## config.mk

```make
export PLATFORM = sky130hd
export DESIGN_NAME = sertx_xmit
export DESIGN_NICKNAME = d
export VERILOG_FILES = /design/src/rtl/sertx_pkg.sv /design/src/rtl/sertx_holdbuf.sv /design/src/rtl/sertx_shifter.sv /design/src/rtl/sertx_xmit.sv
export SDC_FILE = /design/constraint.sdc
export NUM_CORES = 1
export LEC_CHECK = 0
export CAP_MARGIN = 20
export CORE_MARGIN = 2
export CORE_UTILIZATION = 61
export DETAILED_ROUTE_END_ITERATION = 16
export DONT_BUFFER_PORTS = 1
export GPL_TIMING_DRIVEN = 0
export PLACE_DENSITY = 0.79
export SETUP_SLACK_MARGIN = 0.2
export SLEW_MARGIN = 0
export SYNTH_ARGS = -nofsm -noshare
export SYNTH_HDL_FRONTEND = slang
export SYNTH_SLANG_ARGS = --single-unit
```

## constraint.sdc

```tcl
create_clock -name clk_i -period 2.1 [get_ports clk_i]
set_clock_uncertainty 0.15 [all_clocks]
set_input_delay 0.315 -clock clk_i [delete_from_list [all_inputs] [get_ports clk_i]]
set_output_delay 0.315 -clock clk_i [all_outputs]
set_load 0.01 [all_outputs]
```

## src/rtl/sertx_pkg.sv

```systemverilog
package sertx_pkg;
  typedef enum logic [1:0] {
    SH_IDLE  = 2'd0,
    SH_WAIT  = 2'd1,
    SH_SYNC  = 2'd2,
    SH_SHIFT = 2'd3
  } sh_state_e;
endpackage

```

## src/rtl/sertx_holdbuf.sv

```systemverilog
module sertx_holdbuf #(
  parameter int W         = 8,
  parameter int READY_LAT = 3
) (
  input  logic         clk_i,
  input  logic         rst_ni,
  input  logic         xrst_i,
  input  logic         wr_en_i,
  input  logic [W-1:0] wr_data_i,
  input  logic         take_i,
  output logic         full_o,
  output logic [W-1:0] data_o,
  output logic         ready_o,
  output logic         int_o
);
  logic                 full_q;
  logic [W-1:0]         data_q;
  logic [READY_LAT-1:0] dly_q;
  logic                 ready_q;
  logic                 ready_prev_q;
  logic                 wr_ok;

  assign wr_ok = wr_en_i & ~xrst_i;

  // delay line from shifter load to ready
  if (READY_LAT > 1) begin : g_dly_chain
    always_ff @(posedge clk_i or negedge rst_ni) begin
      if (!rst_ni)     dly_q <= '0;
      else if (xrst_i) dly_q <= '0;
      else             dly_q <= {dly_q[READY_LAT-2:0], take_i};
    end
  end else begin : g_dly_one
    always_ff @(posedge clk_i or negedge rst_ni) begin
      if (!rst_ni)     dly_q <= '0;
      else if (xrst_i) dly_q <= '0;
      else             dly_q <= take_i;
    end
  end

  always_ff @(posedge clk_i or negedge rst_ni) begin
    if (!rst_ni) begin
      full_q       <= 1'b0;
      data_q       <= '0;
      ready_q      <= 1'b1;
      ready_prev_q <= 1'b1;
    end else if (xrst_i) begin
      full_q       <= 1'b0;
      ready_q      <= 1'b1;
      ready_prev_q <= 1'b1;
    end else begin
      ready_prev_q <= ready_q;
      if (take_i) full_q <= 1'b0;
      if (wr_ok) begin
        full_q <= 1'b1;
        data_q <= wr_data_i;
      end
      if (wr_ok)                              ready_q <= 1'b0;
      else if (dly_q[READY_LAT-1] && !full_q) ready_q <= 1'b1;
    end
  end

  assign full_o  = full_q;
  assign data_o  = data_q;
  assign ready_o = ready_q;
  assign int_o   = ready_q & ~ready_prev_q;
endmodule

```

## src/rtl/sertx_shifter.sv

```systemverilog
module sertx_shifter
  import sertx_pkg::*;
#(
  parameter int W = 8
) (
  input  logic         clk_i,
  input  logic         rst_ni,
  input  logic         xrst_i,
  input  logic         tick_i,
  input  logic         fs_dir_i,
  input  logic         fs_i,
  input  logic         buf_full_i,
  input  logic [W-1:0] buf_data_i,
  output logic         take_o,
  output logic         dx_o,
  output logic         fs_o,
  output logic         busy_o
);
  localparam int CW = (W > 1) ? $clog2(W) : 1;

  sh_state_e      state_q;
  logic [W-1:0]   sh_q;
  logic [CW-1:0]  cnt_q;

  assign take_o = (state_q == SH_IDLE) & buf_full_i & ~xrst_i;

  always_ff @(posedge clk_i or negedge rst_ni) begin
    if (!rst_ni) begin
      state_q <= SH_IDLE;
      sh_q    <= '0;
      cnt_q   <= '0;
    end else if (xrst_i) begin
      state_q <= SH_IDLE;
      sh_q    <= '0;
      cnt_q   <= '0;
    end else begin
      unique case (state_q)
        SH_IDLE: if (take_o) begin
          sh_q    <= buf_data_i;
          state_q <= SH_WAIT;
        end
        SH_WAIT: if (tick_i) begin
          if (fs_dir_i) begin
            state_q <= SH_SYNC;
          end else if (fs_i) begin
            state_q <= SH_SHIFT;
            cnt_q   <= '0;
          end
        end
        SH_SYNC: if (tick_i) begin
          state_q <= SH_SHIFT;
          cnt_q   <= '0;
        end
        SH_SHIFT: if (tick_i) begin
          if (cnt_q == CW'(W - 1)) begin
            state_q <= SH_IDLE;
            sh_q    <= '0;
          end else begin
            sh_q  <= sh_q << 1;
            cnt_q <= cnt_q + CW'(1);
          end
        end
        default: state_q <= SH_IDLE;
      endcase
    end
  end

  assign busy_o = (state_q != SH_IDLE);
  assign dx_o   = (state_q == SH_SHIFT) & sh_q[W-1];
  assign fs_o   = (state_q == SH_SYNC) & fs_dir_i;
endmodule

```

## src/rtl/sertx_xmit.sv

```systemverilog
module sertx_xmit #(
  parameter int DATA_W    = 8,
  parameter int READY_LAT = 3
) (
  input  logic              clk_i,
  input  logic              rst_ni,
  input  logic              xmt_rst_i,
  input  logic              wr_en_i,
  input  logic [DATA_W-1:0] wr_data_i,
  input  logic              bit_tick_i,
  input  logic              fs_dir_i,
  input  logic              fs_i,
  output logic              fs_o,
  output logic              fs_oe_o,
  output logic              dx_o,
  output logic              tx_ready_o,
  output logic              tx_int_o,
  output logic              sr_busy_o
);
  logic              buf_full;
  logic [DATA_W-1:0] buf_data;
  logic              take;

  sertx_holdbuf #(
    .W         (DATA_W),
    .READY_LAT (READY_LAT)
  ) u_holdbuf (
    .clk_i     (clk_i),
    .rst_ni    (rst_ni),
    .xrst_i    (xmt_rst_i),
    .wr_en_i   (wr_en_i),
    .wr_data_i (wr_data_i),
    .take_i    (take),
    .full_o    (buf_full),
    .data_o    (buf_data),
    .ready_o   (tx_ready_o),
    .int_o     (tx_int_o)
  );

  sertx_shifter #(
    .W (DATA_W)
  ) u_shifter (
    .clk_i      (clk_i),
    .rst_ni     (rst_ni),
    .xrst_i     (xmt_rst_i),
    .tick_i     (bit_tick_i),
    .fs_dir_i   (fs_dir_i),
    .fs_i       (fs_i),
    .buf_full_i (buf_full),
    .buf_data_i (buf_data),
    .take_o     (take),
    .dx_o       (dx_o),
    .fs_o       (fs_o),
    .busy_o     (sr_busy_o)
  );

  assign fs_oe_o = fs_dir_i;
endmodule

```

Word-level counts from Yosys, hierarchy flattened:

Index checks and enable logic that the tools add are counted.
W data, S select, Z words.

* register bits after elaboration: 27
* output and inout port bits: 6
* word-level logic and storage cells: 72

* $add $sub $neg: 1
* eq/ne operators: 13
* muxes and demuxes: 30
* bitwise gates (word level): 8
* reduce and logical (&&, ||, !) cells: 12

Operators with widths (count)
* $mux W8: 4
* $mux W3: 8
* $ne A3 B3 Y1 const B: 7
* $mux W2: 8
* $pmux W8 S2: 1
* $pmux W3 S3: 1
* $reduce_bool A3 Y1: 3
* $pmux W2 S4: 1
* $mux W1: 7
* $reduce_and A7 Y1: 1
* $and A1 B1 Y1: 6
* $reduce_and A6 Y1: 1
* $eq A2 B2 Y1 const B: 2
* $ne A4 B4 Y1 const B: 1
* $reduce_bool A4 Y1: 1
* $add A3 B1 Y3 const B: 1
* $eq A3 B3 Y1 const B: 1
* $ne A3 B2 Y1 const B: 1
* $reduce_and A3 Y1: 1
* $eq A2 B1 Y1 const B: 1
* $logic_not A2 Y1: 1
* $not A1 Y1: 2
* $reduce_and A2 Y1: 1
* $reduce_bool A2 Y1: 1
* other kinds (2): 2

Longest topological paths before layout:

Gate-level depths: netlist of run 1.

* word-level depth: 6
* gate-level depth with buffers: 5

Modules after synthesis:

Synthesis of run 1 repeated with hierarchy kept, for this count alone.

* cell total of the unflattened synthesis: 112
* area total of the unflattened synthesis: 1355.0 µm²

By module, submodules not included
* sertx_shifter: times used 1, cells an instance 77, area an instance 789.5 µm², seq. area each 325.3 µm²
* sertx_holdbuf: times used 1, cells an instance 34, area an instance 558.0 µm², seq. area each 352.8 µm²
* sertx_xmit: times used 1, cells an instance 1, area an instance 7.5 µm², seq. area each 0.0 µm²

Worst setup path before layout of run 1:

Ideal clock, no wire load.

* path kind: flip-flop to flip-flop
* start: register u_shifter.state_q[0]
* end: register u_shifter.state_q[0]
* setup time: 0.128 ns
* arrival time: 1.496 ns
* required time: 1.822 ns
* slack: 0.327 ns
* stages on the path, launching flop included: 6
* path buffers: 0
* path through: dfrtp_1 -> inv_1 -> ha_1 -> nor2b_2 -> nor4_4 -> mux2_1

* longest elaborated chain between the ends: 5

RTL lines
* from (decl): RTL line sertx_shifter.sv:21 `sh_state_e state_q;`
* from (signal assigned): RTL line sertx_shifter.sv:29 `state_q <= SH_IDLE;`
* from (signal assigned): RTL line sertx_shifter.sv:33 `state_q <= SH_IDLE;`
* from (signal assigned): RTL line sertx_shifter.sv:40 `state_q <= SH_WAIT;`
* $logic_not A2 Y1: RTL line sertx_shifter.sv:25, sertx_shifter.sv:37
* $and A1 B1 Y1 (2 in series): RTL line sertx_shifter.sv:25 `assign take_o = (state_q == SH_IDLE) & buf_full_i & ~xrst_i;`
* $ne A3 B3 Y1 (no source line)
* $reduce_and A6 Y1 (no source line)

Several ways; a longest one is shown, not always the timed one.
A chain may end at the register's enable or synchronous reset.

Worst setup path after layout of run 1:

* start: register u_shifter.state_q[1]
* end: register u_shifter.state_q[0]

The elaborated chain is that of the path after synthesis.

==> tab_implementation.tex, run 1 <==
\begin{tabular}{lr}
\hline
Metric & Value \\
\hline
\multicolumn{2}{l}{\textbf{STA}} \\
\quad Final sum of negative setup slack & 0 ns \\
\quad Final Hold Fails & 0 \\
\quad Worst-Margin Slew & 0.366 ns \\
\quad Unrepaired setup endpoints after global routing & true \\
\quad Setup violation total in the final timing report & 0 \\
\quad Max Slew Vio Count & 0 \\
\quad Min Tclk post-route & roughly 1.9 ns \\
\quad F\_max & 0.533 GHz \\
\quad Max-slew headroom & 0.756 \\
\quad Crit share post-route & 0.894 \\
\quad Worst hold slack across all endpoints & 0.187 ns \\
\multicolumn{2}{l}{\textbf{Power}} \\
\quad Leak pwr & roughly 0.74 nW \\
\quad Power Dens Cells & 916 mW/mm\^{}2 \\
\quad Post-layout total power & roughly 1.6 mW \\
\quad Maximum ir drop on the vdd rail & 0.685 mV \\
\quad Fraction of power consumed by combinational cells & 0.432 \\
\quad Power spent charging and discharging nets & 497 uW \\
\quad Clock power frac & 0.134 \\
\quad Part of the power in registers & 0.434 \\
\quad Switching portion of total power & 0.314 \\
\quad Int Pwr & between 1 and 1.5 mW \\
\multicolumn{2}{l}{\textbf{Drt}} \\
\quad Post-route DRC violation count & 0 \\
\quad Post-DRT Antenna Nets & 0 \\
\quad DR vias/cell & $\sim$5.5 \\
\quad Avg WL per Cell & roughly 15 um \\
\quad Wirelength, routed & 2.35 mm \\
\quad Via total after detailed routing & approximately 870 \\
\quad Initial DRC Count & 10 \\
\quad Number of iterations in the first detailed-routing pass & 4 \\
\multicolumn{2}{l}{\textbf{Worst setup path}} \\
\quad Startpoint type of the worst setup path & register \\
\quad R2R Path Start & u\_shifter.state\_q[1]\$\_DFFE\_PN0P\_ \\
\quad Biggest fanout along the worst timing path & 4 \\
\quad Critical register-to-register path endpoint & u\_shifter.state\_q[0]\$\_DFFE\_PN0P\_ \\
\quad Depth of the most critical reg-to-reg path & 5 \\
\quad Critical path data required time & $\sim$2.2 ns \\
\quad Worst reg2reg setup slack & between 0.2 and 0.25 ns \\
\quad Critical path data arrival time & between 1.5 and 2 ns \\
\quad Worst Path Class, Setup & reg -> reg \\
\quad Type of element capturing the critical path & register \\
\multicolumn{2}{l}{\textbf{Clock tree}} \\
\quad Clock latency on the worst-skew pair & 0.31 ns \\
\quad CTS HTree Levels & 1 \\
\quad Clock transition at the registers of the reported paths & between 0.1 and 0.15 ns \\
\quad Root Buffer Master & sky130\_fd\_sc\_hd\_\_clkbuf\_4 \\
\quad Clock buffers created by TritonCTS & 3 \\
\quad Max clock buf depth & 2 \\
\quad TritonCTS clock tree & yes \\
\quad Total number of clock tree sinks & 27 \\
\multicolumn{2}{l}{\textbf{GRT}} \\
\quad GRT busiest layer & met2 \\
\quad Met1 Track Usage GR & 0.246 \\
\quad First-pass GRT wire length & 3.82 mm \\
\quad Vias in the first global route & slightly below 900 \\
\quad Pin count of the biggest net entering global routing & 28 \\
\quad Total routing usage reported by global routing & 0.192 \\
\quad Met2 capacity usage during global routing & 0.333 \\
\quad Met3 Use GR & 0.0230 \\
\quad Remaining Overflow, GRT & 0 \\
\quad Antenna violations before repair & 0 \\
\multicolumn{2}{l}{\textbf{Finish}} \\
\quad Cell area after layout & 0.00173 mm\^{}2 \\
\quad Fill cell count & 148 \\
\quad Number of nets at the end of the flow & 151 \\
\quad Ant diodes & 0 \\
\quad P\&R area growth vs syn & 23.2\% \\
\quad Fraction of layout cells with a size suffix above 1 & 0.388 \\
\quad Multi-input gate area & between 700 and 800 um\^{}2 \\
\quad Final std cells w/o fill & about 160 \\
\quad Sequential Area & about 680 um\^{}2 \\
\multicolumn{2}{l}{\textbf{Worst hold path}} \\
\quad Hold-critical path depth & 3 \\
\quad Origin of the worst min-delay path & fs\_i \\
\quad Class of the tightest hold or removal check & in -> reg \\
\quad Worst min-delay path endpoint & u\_shifter.cnt\_q[1]\$\_DFFE\_PN0P\_ \\
\multicolumn{2}{l}{\textbf{Synth}} \\
\quad Compound-gate portion of the synthesized area & 0.105 \\
\quad Xor/xnor share of the synthesized area & 0 \\
\quad Top-area cell type share of the netlist area & 0.446 \\
\quad Prevailing post-synth register cell & sky130\_fd\_sc\_hd\_\_dfrtp\_1 \\
\quad Most area-hungry cell type in the Yosys netlist & sky130\_fd\_sc\_hd\_\_dfrtp\_1 \\
\quad Synthesized instance count & approximately 110 \\
\quad Share of synthesized cell area in full adder, half adder and majority cells & 0.0536 \\
\quad Yosys warning total & 0 \\
\quad Post-Synthesis Net Count & between 100 and 150 \\
\quad Number of flops mapped to enable cells by yosys & 0 \\
\quad Synthesized flop and latch total & 27 \\
\quad Share of cell area taken by muxes after synthesis & 0.174 \\
\quad Main combinational cell family by area after synthesis & multiplexers \\
\quad Post-synthesis async set-or-reset flop share & 1.00 \\
\quad Top cells by area in the synthesized netlist & sky130\_fd\_sc\_hd\_\_dfrtp\_1 (45\%), sky130\_fd\_sc\_hd\_\_mux2\_2 (12\%), sky130\_fd\_sc\_hd\_\_ha\_1 (5.4\%), sky130\_fd\_sc\_hd\_\_a22o\_1 (4.4\%), sky130\_fd\_sc\_hd\_\_dfstp\_2 (3.8\%) \\
\quad Simple-gate portion of the synthesized area & 0.146 \\
\quad Cell Area, Synth & 0.00140 mm\^{}2 \\
\quad Average footprint of a synthesized cell & around 13 um\^{}2 \\
\quad Count of cell types in the netlist & 32 \\
\quad Sequential fraction of the synthesis area & 0.484 \\
\multicolumn{2}{l}{\textbf{Place}} \\
\quad Sum of net half-perimeters after detailed placement & 1.58 mm \\
\quad Total placed cells including tap cells & between 100 and 150 \\
\quad Final RePlAce weighted congestion & around 0.68 \\
\quad Total placed instance area & approximately 0.0014 mm\^{}2 \\
\quad PortBufs & 0 \\
\multicolumn{2}{l}{\textbf{Die}} \\
\quad Width of the die & around 52 um \\
\quad Count of standard-cell rows & 17 \\
\quad Die span in y & between 50 and 60 um \\
\quad Top-Level Pins & 21 \\
\quad Core box area & between 0.002 and 0.0025 mm\^{}2 \\
\quad Initial Utilization & 0.640 \\
\quad Area of the die & between 0.002 and 0.003 mm\^{}2 \\
\multicolumn{2}{l}{\textbf{Job}} \\
\quad Max Cap Viol & 0 \\
\multicolumn{2}{l}{\textbf{Run status}} \\
\quad Result of the run & complete, no violations \\
\hline
\end{tabular}
-- layout by cell type, fill, tap and decap left out, drive strengths merged --
master,netlist,final
and2,2,2
a221oi,1,1
nand2,1,1
inv,5,5
nor3b,2,2
nor4,1,1
a21boi,1,1
dfstp,2,2
o21bai,2,2
nor2,4,4
buf,4,10
or3b,1,1
mux2i,6,6
o21ba,1,1
nor2b,5,5
a21oi,2,2
ha,6,6
clkbuf,1,5
nand2b,7,7
a22o,7,7
nand3b,4,4
a31oi,1,1
dlygate4sd3,0,10
nor3,1,1
dfrtp,25,25
mux2,16,16
or2,1,1
-- power groups by stage --
stage / logic [mW] / registers [mW] / clock network (mW)
after detailed placement: 0.480 / 0.690 / 0
final: 0.683 / 0.686 / 0.212
after global placement: 0.461 / 0.686 / 0
after floorplan: 0.416 / 0.674 / 0
after CTS: 0.535 / 0.676 / 0.222
after global routing: 0.732 / 0.699 / 0.238
-- worst max-delay path by stage --
stage	startpoint	endpoint	slack (ns)	cells after the start
after floorplan	u_shifter.state_q[0]$_DFFE_PN0P_	u_shifter.state_q[0]$_DFFE_PN0P_	0.33	5
after global routing	u_shifter.state_q[1]$_DFFE_PN0P_	u_shifter.state_q[0]$_DFFE_PN0P_	0.17	5
after global placement	u_shifter.state_q[0]$_DFFE_PN0P_	u_shifter.state_q[0]$_DFFE_PN0P_	0.25	5
final	u_shifter.state_q[1]$_DFFE_PN0P_	u_shifter.state_q[0]$_DFFE_PN0P_	0.22	5
after CTS	u_shifter.cnt_q[0]$_DFFE_PN0P_	u_shifter.cnt_q[2]$_DFFE_PN0P_	0.20	5
after detailed placement	u_shifter.cnt_q[0]$_DFFE_PN0P_	u_shifter.cnt_q[2]$_DFFE_PN0P_	0.20	5
-- kinds of logic after synthesis --
group | count (synthesis)
AO/OA/AOI/OAI | 15
adder cells (fa/ha/maj) | 6
buffers and inverters | 10
flip-flops | 27
multiplexers | 22
AND/OR/NAND/NOR | 29
-- area by class of cell --
| cell class | instances | area share |
|---|---|---|
| tap | 28 | 0.0203 |
| sequential | 27 | 0.393 |
| inverter | 5 | 0.0109 |
| timing repair buffer | 16 | 0.101 |
| clock buffer | 4 | 0.0152 |
| multi-input combinational | 72 | 0.441 |
| buffer | 5 | 0.0188 |
-- sequential cells by signal (all words and copies together), names as in the netlist --
register and cells:
u_holdbuf.data_o 8, u_shifter.sh_q 8, u_holdbuf.dly_q 3, u_shifter.cnt_q 3, u_shifter.state_q 2, u_holdbuf.full_o 1, u_holdbuf.ready_o 1, u_holdbuf.ready_prev_q 1
-- per-layer routing --
metal | wire (um) | vias up
met5 | 0 | -
met4 | 16 | 0
met3 | 76 | 2
met2 | 1190 | 13
met1 | 1060 | 433
li1 | - | 423
-- repair_timing --
item / 4_1_cts / 5_1_grt
pin swaps: 1 / 3
gates cloned: 0 / 0
hold buffers: 11 / 0
gates resized for setup: 0 / 21
setup endpoints to repair: 3 / 11
hold endpoints to repair: 36 / 0
buffers inserted: 2 / 3
-- cell usage after synthesis, types with 2 or more instances --
| cell | count |
|---|---|
| sky130_fd_sc_hd__dfrtp_1 | 25 |
| sky130_fd_sc_hd__a21oi_1 | 2 |
| sky130_fd_sc_hd__nand2b_1 | 7 |
| sky130_fd_sc_hd__nor2b_1 | 4 |
| sky130_fd_sc_hd__inv_1 | 5 |
| sky130_fd_sc_hd__ha_1 | 6 |
| sky130_fd_sc_hd__mux2_2 | 15 |
| sky130_fd_sc_hd__nor2_1 | 4 |
| sky130_fd_sc_hd__buf_2 | 2 |
| sky130_fd_sc_hd__and2_1 | 2 |
| sky130_fd_sc_hd__nand3b_1 | 4 |
| sky130_fd_sc_hd__a22o_1 | 7 |
| sky130_fd_sc_hd__nor3b_2 | 2 |
| sky130_fd_sc_hd__mux2i_1 | 5 |
| sky130_fd_sc_hd__dfstp_2 | 2 |
-- critical path, cell delays in order, from the launching register on --
cell and delay [ns]:
sky130_fd_sc_hd__dfrtp_1 0.45, sky130_fd_sc_hd__buf_6 0.14, sky130_fd_sc_hd__ha_4 0.16, sky130_fd_sc_hd__o21ba_4 0.21, sky130_fd_sc_hd__nor4_4 0.34, sky130_fd_sc_hd__mux2_4 0.33
-- metrics by stage --
stage / worst slack [ns] / utilization
2_1_floorplan: 0.327 / -
3_3_place_gp: 0.254 / 0.656
3_5_place_dp: 0.203 / 0.656
4_1_cts: 0.199 / 0.729
5_1_grt: 0.170 / 0.788
6_report: 0.223 / 0.788
No activity file was read; power rests on OpenSTA's default activity.
==> run 2, diff against run 1 <==
Settings changed: GPL_ROUTABILITY_DRIVEN set to 0, SLEW_MARGIN 0 to not set.
==> results of run 2 <==
The final DEF is identical to that of run 1; final timing and power are the same.
==> run 3, diff against run 2 <==
Settings changed: HOLD_SLACK_MARGIN set to 0.02.
==> results of run 3 <==
The final DEF is identical to that of run 1; final timing and power are the same.
